<file path="src/rtl/tmr_irq_pkg.sv">
package tmr_irq_pkg;

   localparam int unsigned NUM_TMR  = 4;
   localparam int unsigned VEC_W    = 3;
   localparam int unsigned VEC_BASE = 3;

   // Flag/select slot of each timer; vector number is VEC_BASE + slot.
   typedef enum logic [1:0] {
      SEL_T3   = 2'd0,
      SEL_T4   = 2'd1,
      SEL_T5   = 2'd2,
      SEL_DOWN = 2'd3
   } tmr_sel_e;

   // Slot served at a given rank, rank 0 being served first.
   function automatic int unsigned prio_slot(input int unsigned rank);
      case (rank)
         0:       return 3;
         1:       return 2;
         2:       return 0;
         default: return 1;
      endcase
   endfunction

endpackage

</file>
<file path="src/rtl/tmr_tick_gen.sv">
module tmr_tick_gen #(
   parameter int unsigned FAST_DIV   = 78125,
   parameter int unsigned SLOW_RATIO = 16
) (
   input  logic clk,
   input  logic rst_n,
   output logic fast_tick,
   output logic slow_tick
);

   localparam int unsigned FW = (FAST_DIV > 1) ? $clog2(FAST_DIV) : 1;
   localparam logic [FW-1:0] F_LAST = FW'(FAST_DIV - 1);

   logic [FW-1:0] fcnt_q;

   always_ff @(posedge clk or negedge rst_n) begin
      if (!rst_n)               fcnt_q <= '0;
      else if (fcnt_q == F_LAST) fcnt_q <= '0;
      else                      fcnt_q <= fcnt_q + 1'b1;
   end

   assign fast_tick = (fcnt_q == F_LAST);

   generate
      if (SLOW_RATIO == 1) begin : g_direct
         assign slow_tick = fast_tick;
      end else begin : g_ratio
         localparam int unsigned SW = $clog2(SLOW_RATIO);
         localparam logic [SW-1:0] S_LAST = SW'(SLOW_RATIO - 1);
         logic [SW-1:0] scnt_q;
         always_ff @(posedge clk or negedge rst_n) begin
            if (!rst_n) scnt_q <= '0;
            else if (fast_tick) begin
               if (scnt_q == S_LAST) scnt_q <= '0;
               else                  scnt_q <= scnt_q + 1'b1;
            end
         end
         assign slow_tick = fast_tick & (scnt_q == S_LAST);
      end
   endgenerate

endmodule

</file>
<file path="src/rtl/tmr_up_cnt.sv">
module tmr_up_cnt #(
   parameter int unsigned WIDTH = 15
) (
   input  logic             clk,
   input  logic             rst_n,
   input  logic             step_i,
   input  logic             wr_i,
   input  logic [WIDTH-1:0] wdata_i,
   output logic [WIDTH-1:0] val_o,
   output logic             ovf_o
);

   localparam logic [WIDTH-1:0] MAX_POS  = {1'b0, {(WIDTH-1){1'b1}}};
   localparam logic [WIDTH-1:0] NEG_ZERO = '1;
   localparam logic [WIDTH-1:0] ONE      = WIDTH'(1);

   logic [WIDTH-1:0] val_q, inc;
   logic             at_max;

   assign at_max = (val_q == MAX_POS);

   always_comb begin
      if (at_max)                 inc = '0;
      else if (val_q == NEG_ZERO) inc = ONE;
      else                        inc = val_q + ONE;
   end

   always_ff @(posedge clk or negedge rst_n) begin
      if (!rst_n)      val_q <= '0;
      else if (wr_i)   val_q <= wdata_i;
      else if (step_i) val_q <= inc;
   end

   assign ovf_o = step_i & ~wr_i & at_max;
   assign val_o = val_q;

endmodule

</file>
<file path="src/rtl/tmr_down_cnt.sv">
module tmr_down_cnt #(
   parameter int unsigned WIDTH = 15
) (
   input  logic             clk,
   input  logic             rst_n,
   input  logic             step_i,
   input  logic             wr_i,
   input  logic [WIDTH-1:0] wdata_i,
   input  logic             en_wr_i,
   input  logic             en_wdata_i,
   output logic [WIDTH-1:0] val_o,
   output logic             en_o,
   output logic             fire_o
);

   localparam logic [WIDTH-1:0] NEG_ZERO = '1;
   localparam logic [WIDTH-1:0] ONE      = WIDTH'(1);

   logic [WIDTH-1:0] val_q, toward;
   logic             en_q, is_zero, stepping;

   assign is_zero  = (val_q == '0) | (val_q == NEG_ZERO);
   assign stepping = step_i & en_q & ~wr_i;
   assign fire_o   = stepping & is_zero;

   always_comb begin
      if (val_q == ONE)          toward = NEG_ZERO;
      else if (!val_q[WIDTH-1])  toward = val_q - ONE;
      else                       toward = val_q + ONE;
   end

   always_ff @(posedge clk or negedge rst_n) begin
      if (!rst_n)                    val_q <= '0;
      else if (wr_i)                 val_q <= wdata_i;
      else if (stepping && !is_zero) val_q <= toward;
   end

   always_ff @(posedge clk or negedge rst_n) begin
      if (!rst_n)       en_q <= 1'b0;
      else if (en_wr_i) en_q <= en_wdata_i;
      else if (fire_o)  en_q <= 1'b0;
   end

   assign val_o = val_q;
   assign en_o  = en_q;

endmodule

</file>
<file path="src/rtl/tmr_irq_arbiter.sv">
module tmr_irq_arbiter
   import tmr_irq_pkg::*;
(
   input  logic               clk,
   input  logic               rst_n,
   input  logic [NUM_TMR-1:0] set_i,
   input  logic               svc_req_i,
   output logic [NUM_TMR-1:0] pend_o,
   output logic [VEC_W-1:0]   vec_o,
   output logic               none_o
);

   logic [NUM_TMR-1:0] pend_q, grant;
   logic [NUM_TMR:0]   blocked;

   assign blocked[0] = 1'b0;

   for (genvar r = 0; r < NUM_TMR; r++) begin : g_rank
      localparam int unsigned SLOT = prio_slot(r);
      assign grant[SLOT]  = pend_q[SLOT] & ~blocked[r];
      assign blocked[r+1] = blocked[r] | pend_q[SLOT];
   end

   always_comb begin
      vec_o = '0;
      for (int i = 0; i < NUM_TMR; i++) begin
         if (grant[i]) vec_o = VEC_W'(VEC_BASE + i);
      end
   end

   always_ff @(posedge clk or negedge rst_n) begin
      if (!rst_n) pend_q <= '0;
      else        pend_q <= (pend_q & ~(svc_req_i ? grant : '0)) | set_i;
   end

   assign none_o = ~|pend_q;
   assign pend_o = pend_q;

endmodule

</file>
<file path="src/rtl/tmr_irq_unit.sv">
module tmr_irq_unit
   import tmr_irq_pkg::*;
#(
   parameter int unsigned WIDTH      = 15,
   parameter int unsigned FAST_DIV   = 78125,
   parameter int unsigned SLOW_RATIO = 16
) (
   input  logic             clk,
   input  logic             rst_n,
   input  logic             wr_en,
   input  logic [1:0]       wr_sel,
   input  logic [WIDTH-1:0] wr_data,
   input  logic [1:0]       rd_sel,
   output logic [WIDTH-1:0] rd_data,
   input  logic             en_wr,
   input  logic             en_wdata,
   output logic             down_en,
   input  logic             inhibit,
   output logic             irq_req,
   input  logic             svc_req,
   output logic [2:0]       svc_vec,
   output logic             svc_none,
   output logic [3:0]       pending
);

   localparam int unsigned NUM_UP = NUM_TMR - 1;

   if (WIDTH < 3) begin : g_bad_width
      $error("tmr_irq_unit: WIDTH must be at least 3");
   end
   if (FAST_DIV < 2) begin : g_bad_div
      $error("tmr_irq_unit: FAST_DIV must be at least 2");
   end
   if (SLOW_RATIO < 1) begin : g_bad_ratio
      $error("tmr_irq_unit: SLOW_RATIO must be at least 1");
   end

   logic               fast_tick, slow_tick;
   logic [WIDTH-1:0]   up_val [NUM_UP];
   logic [WIDTH-1:0]   down_val;
   logic [NUM_TMR-1:0] set_vec;

   tmr_tick_gen #(
      .FAST_DIV  (FAST_DIV),
      .SLOW_RATIO(SLOW_RATIO)
   ) i_tick (
      .clk      (clk),
      .rst_n    (rst_n),
      .fast_tick(fast_tick),
      .slow_tick(slow_tick)
   );

   for (genvar i = 0; i < NUM_UP; i++) begin : g_up
      tmr_up_cnt #(.WIDTH(WIDTH)) i_up (
         .clk    (clk),
         .rst_n  (rst_n),
         .step_i (slow_tick),
         .wr_i   (wr_en && (wr_sel == 2'(i))),
         .wdata_i(wr_data),
         .val_o  (up_val[i]),
         .ovf_o  (set_vec[i])
      );
   end

   tmr_down_cnt #(.WIDTH(WIDTH)) i_down (
      .clk       (clk),
      .rst_n     (rst_n),
      .step_i    (fast_tick),
      .wr_i      (wr_en && (wr_sel == SEL_DOWN)),
      .wdata_i   (wr_data),
      .en_wr_i   (en_wr),
      .en_wdata_i(en_wdata),
      .val_o     (down_val),
      .en_o      (down_en),
      .fire_o    (set_vec[SEL_DOWN])
   );

   tmr_irq_arbiter i_arb (
      .clk      (clk),
      .rst_n    (rst_n),
      .set_i    (set_vec),
      .svc_req_i(svc_req),
      .pend_o   (pending),
      .vec_o    (svc_vec),
      .none_o   (svc_none)
   );

   always_comb begin
      case (rd_sel)
         SEL_T3:  rd_data = up_val[0];
         SEL_T4:  rd_data = up_val[1];
         SEL_T5:  rd_data = up_val[2];
         default: rd_data = down_val;
      endcase
   end

   assign irq_req = ~inhibit & ~svc_none;

endmodule

</file>
<file path="config.mk">
export PLATFORM = sky130hd
export DESIGN_NAME = tmr_irq_unit
export DESIGN_NICKNAME = d
export VERILOG_FILES = /design/src/rtl/tmr_irq_pkg.sv /design/src/rtl/tmr_tick_gen.sv /design/src/rtl/tmr_up_cnt.sv /design/src/rtl/tmr_down_cnt.sv /design/src/rtl/tmr_irq_arbiter.sv /design/src/rtl/tmr_irq_unit.sv
export SDC_FILE = /design/constraint.sdc
export NUM_CORES = 1
export LEC_CHECK = 0
export ABC_AREA = 1
export BUFFER_PORTS_ARGS = -buffer_cell sky130_fd_sc_hd__buf_2
export CAP_MARGIN = 0
export CORE_ASPECT_RATIO = 2
export CORE_MARGIN = 10
export CORE_UTILIZATION = 65
export CTS_BUF_LIST = sky130_fd_sc_hd__clkbuf_4 sky130_fd_sc_hd__clkbuf_8
export DETAILED_ROUTE_END_ITERATION = 12
export PLACE_DENSITY = 0.85
export REMOVE_ABC_BUFFERS = 1
export SYNTH_ARGS = -nofsm -noshare
export SYNTH_HDL_FRONTEND = slang
export SYNTH_SLANG_ARGS = --single-unit
export TNS_END_PERCENT = 100
</file>
<file path="constraint.sdc">
create_clock -name clk -period 3 [get_ports clk]
set_clock_uncertainty 0.2 [all_clocks]
set_input_delay 0.45 -clock clk [delete_from_list [all_inputs] [get_ports clk]]
set_output_delay 0.45 -clock clk [all_outputs]
set_load 0.02 [all_outputs]
</file>
==> reports/results.ini <==
[outcome]
status=finished, final reports clean

[setup_path]
timing.rr.start=g_up[1].i_up.val_o[1]
worst_setup_path_end_kind=output pin
path_class=flip-flop to output pin
cpPeakStageDelay_ns=0.73
slowest_stage=dfrtp_1
crit_buf_inv=3
critical-path-top-delay-family=flip-flops
worstPathArrival_ns=2.00
crit_required_ns=2.35
cp-start-kind=flip-flop
crit_fanout=19
crit_start=i_down.val_o[14]
crit_chain=inv_1 > buf_4 > o21ai_0 > buf_2
reg2reg_slack_ns=0.55

[route]
vias=7007
wl_per_cell_um=18.7
drt_iter0_drc=691
drc=0
antenna_left=0
firstDrtPassIters=7
routed_wl_um=22200
via_per_inst=5.92

[layout]
nFillCells=865
area_growth_pct=9.79
layout-drive-gt1-share_pct=10.2
n_antenna_cell=0
fin_util_pct=72.8
nets=1082

[sta]
max_freq_mhz=377
tightest_slew_ns=0.645
period_needed_ns=2.65
drv_slew=0
slew-limit-headroom_pct=56.5
hold_viol=0
hold_slack_ns=0.0687
finalSetupViolCount=0
grt_setup_unrepaired=false
setup_ws_ns=0.348
finalSetupTns_ns=0
min_period_over_period_pct=88.4

[yosys]
synthTopCellsByArea=dfrtp_1 (33%), nand2_1 (19%), nand3_1 (8.2%)
syn_inst=999
synth.cell_area_mm2=0.00643
avgSynthCellArea_um2=6.44
synthSimpleGateAreaFrac_pct=41.6
ys_warn_count=0
synth_edf_count=0
async_flop_share_pct=100
synth_mux_area_share_pct=0
ys_seq_elements=86
synthAdderAreaFrac_pct=1.75
synth_xor_area_share_pct=4.22
synth_top_cell_by_area=dfrtp_1
synth_top_family_by_area=simple AND/OR/NAND/NOR gates
synth_compound_area_share_pct=9.47
synth.distinct_cells=39
synth-main-ff-cell=dfrtp_1
synth-seq-area-share_pct=33.5
yosys.area.top_type_share_pct=33.5

[placed_design]
pre_cts_slack_ns=0.441
place_congestion=1.13
place_hpwl_um=16900
port_buffers=50

[clock_network]
cts.path.max_buffers=2
h-tree-depth=3
cts.root.buffer_cell=clkbuf_8
cts_tree=built
postCtsSetupBuffers=0
path_clk_slew_ns=0.10
insertion_delay_ns=0.38
cts.sinks=86
cts_buffers=9

[die]
die_h_um=161
start_util_pct=66.3
rows=51
chipWidth_um=90.3
core_mm2=0.00970
die_area_mm2=0.0145
io_pins=51

[min_path]
hold_class=primary input to flip-flop
min-delay-start=svc_req

[power_and_ir_drop]
peakVddDrop_mv=0.391
combinationalPowerShare_pct=31.3
switchingPower_uw=1610
seq_power_share_pct=44.2
clock_power_share_pct=24.4
intPower_uw=2270
p_leak_uw=0.00363
swShare_pct=41.5
p_per_area_mw_per_mm2=550

[global_route]
first_global_vias=6872
grt-ovfl-total=0
grt_antenna_before_repair=0
grt_max_degree=48
grt_use_total_pct=30.8
grt_pass1_wl_um=35500

[run]
maxCapViolations=0

[placed cells by master (no fill, tap or decap), drive strengths merged, types with 2 or more instances in the layout]
cell type | Yosys | routed
inv | 121 | 122
o21ai | 67 | 67
bufinv | 0 | 2
nand3b | 8 | 8
o22ai | 8 | 8
a21o | 2 | 2
o2111ai | 4 | 4
or2 | 3 | 3
xor2 | 22 | 22
clkbuf | 9 | 11
o21bai | 4 | 4
buf | 17 | 62
xnor2 | 9 | 9
nand3 | 106 | 106
nand4 | 26 | 26
a221oi | 2 | 2
nor3 | 18 | 18
ha | 9 | 9
a21oi | 16 | 16
o211ai | 2 | 2
clkinv | 4 | 5
nor2 | 119 | 119
nand2 | 330 | 330
nor4 | 4 | 4
dfrtp | 86 | 86
[area by class of cell]
cell class / instances / area, um2 / share of cell area, %
clock buffer: 11 / 145 / 2.06
clock inverter: 5 / 81.3 / 1.15
inverter: 125 / 479 / 6.79
multi-input combinational: 762 / 3670 / 52.0
sequential: 86 / 2150 / 30.5
tap: 132 / 165 / 2.34
timing repair buffer: 63 / 365 / 5.17
[worst reg2reg max path: cells and delay by family, from the launching register on]
kind	cells	cell delay, ns
fa+ha+maj	1	0.25
simple gates	6	1.39
flops	1	0.43
compound gates	1	0.10
[power by group through the flow]
stage	logic, uW	registers (uW)	clock network (uW)
floorplan	849	1580	0
global placement	1160	1710	0
detailed placement	1180	1710	0
CTS	1190	1690	957
global route	1370	1740	1000
finish	1220	1720	950
[cell families after synthesis]
group	count (synthesis)
compound gates	107
xor+xnor	31
fa+ha+maj	9
buf+inv	151
flops	86
simple gates	615
[per-stage QoR]
step,cells,instance area [um2],power [uW]
after global placement,1167,6820,2880
after detailed placement,1167,6820,2890
after floorplan,973,6300,2430
final,1184,7060,3890
after global routing,1184,7060,4110
after CTS,1184,7060,3840
[routing by layer]
metal	share of wire, %	vias up	track usage (%)
met5	0	-	0
li1	-	3304	-
met1	33	3204	30.9
met4	9.0	0	24.2
met3	7.9	119	6.77
met2	50	380	53.8
[cell usage after synthesis, types with 2 or more instances]
cell       instances
nand2_1          328
inv_1            118
nor2_1           110
nand3_1          105
dfrtp_1           86
o21ai_0           63
nand4_1           26
xor2_1            22
a21oi_1           16
buf_2             15
nor3_1            14
clkbuf_1           9
ha_1               9
xnor2_1            9
nand3b_1           8
o22ai_1            8
nor2_4             6
nor4_1             4
o2111ai_1          4
o21ai_2            4
o21bai_1           4
inv_2              3
nor2_2             3
nor3_2             3
or2_2              3
a21o_1             2
a221oi_1           2
clkinv_1           2
clkinv_4           2
o211ai_1           2
[flip-flops by register name (all words and copies together) (netlist names)]
| name | cells |
|---|---|
| g_up.i_up.val_o | 45 |
| i_tick.fcnt_q | 17 |
| i_down.val_o | 15 |
| i_arb.pend_o | 4 |
| i_tick.g_ratio.scnt_q | 4 |
| i_down.en_o | 1 |
[worst paths after layout]
check | to | depth (start not counted)
setup reg to reg | i_arb.pend_o[1] | 8
hold reg to reg | i_tick.g_ratio.scnt_q[2] | 1
max in group asynchronous | g_up[0].i_up.val_o[8] | 3
hold / removal | i_arb.pend_o[3] | 2
min in group asynchronous | i_tick.fcnt_q[2] | 2
setup / recovery | rd_data[14] | 4
[timing repair]
action | in CTS | in global routing
resized for setup | 0 | 0
hold endpoints to repair | 39 | 0
hold buffers | 1 | 0
(Power assumes the default switching activity.)
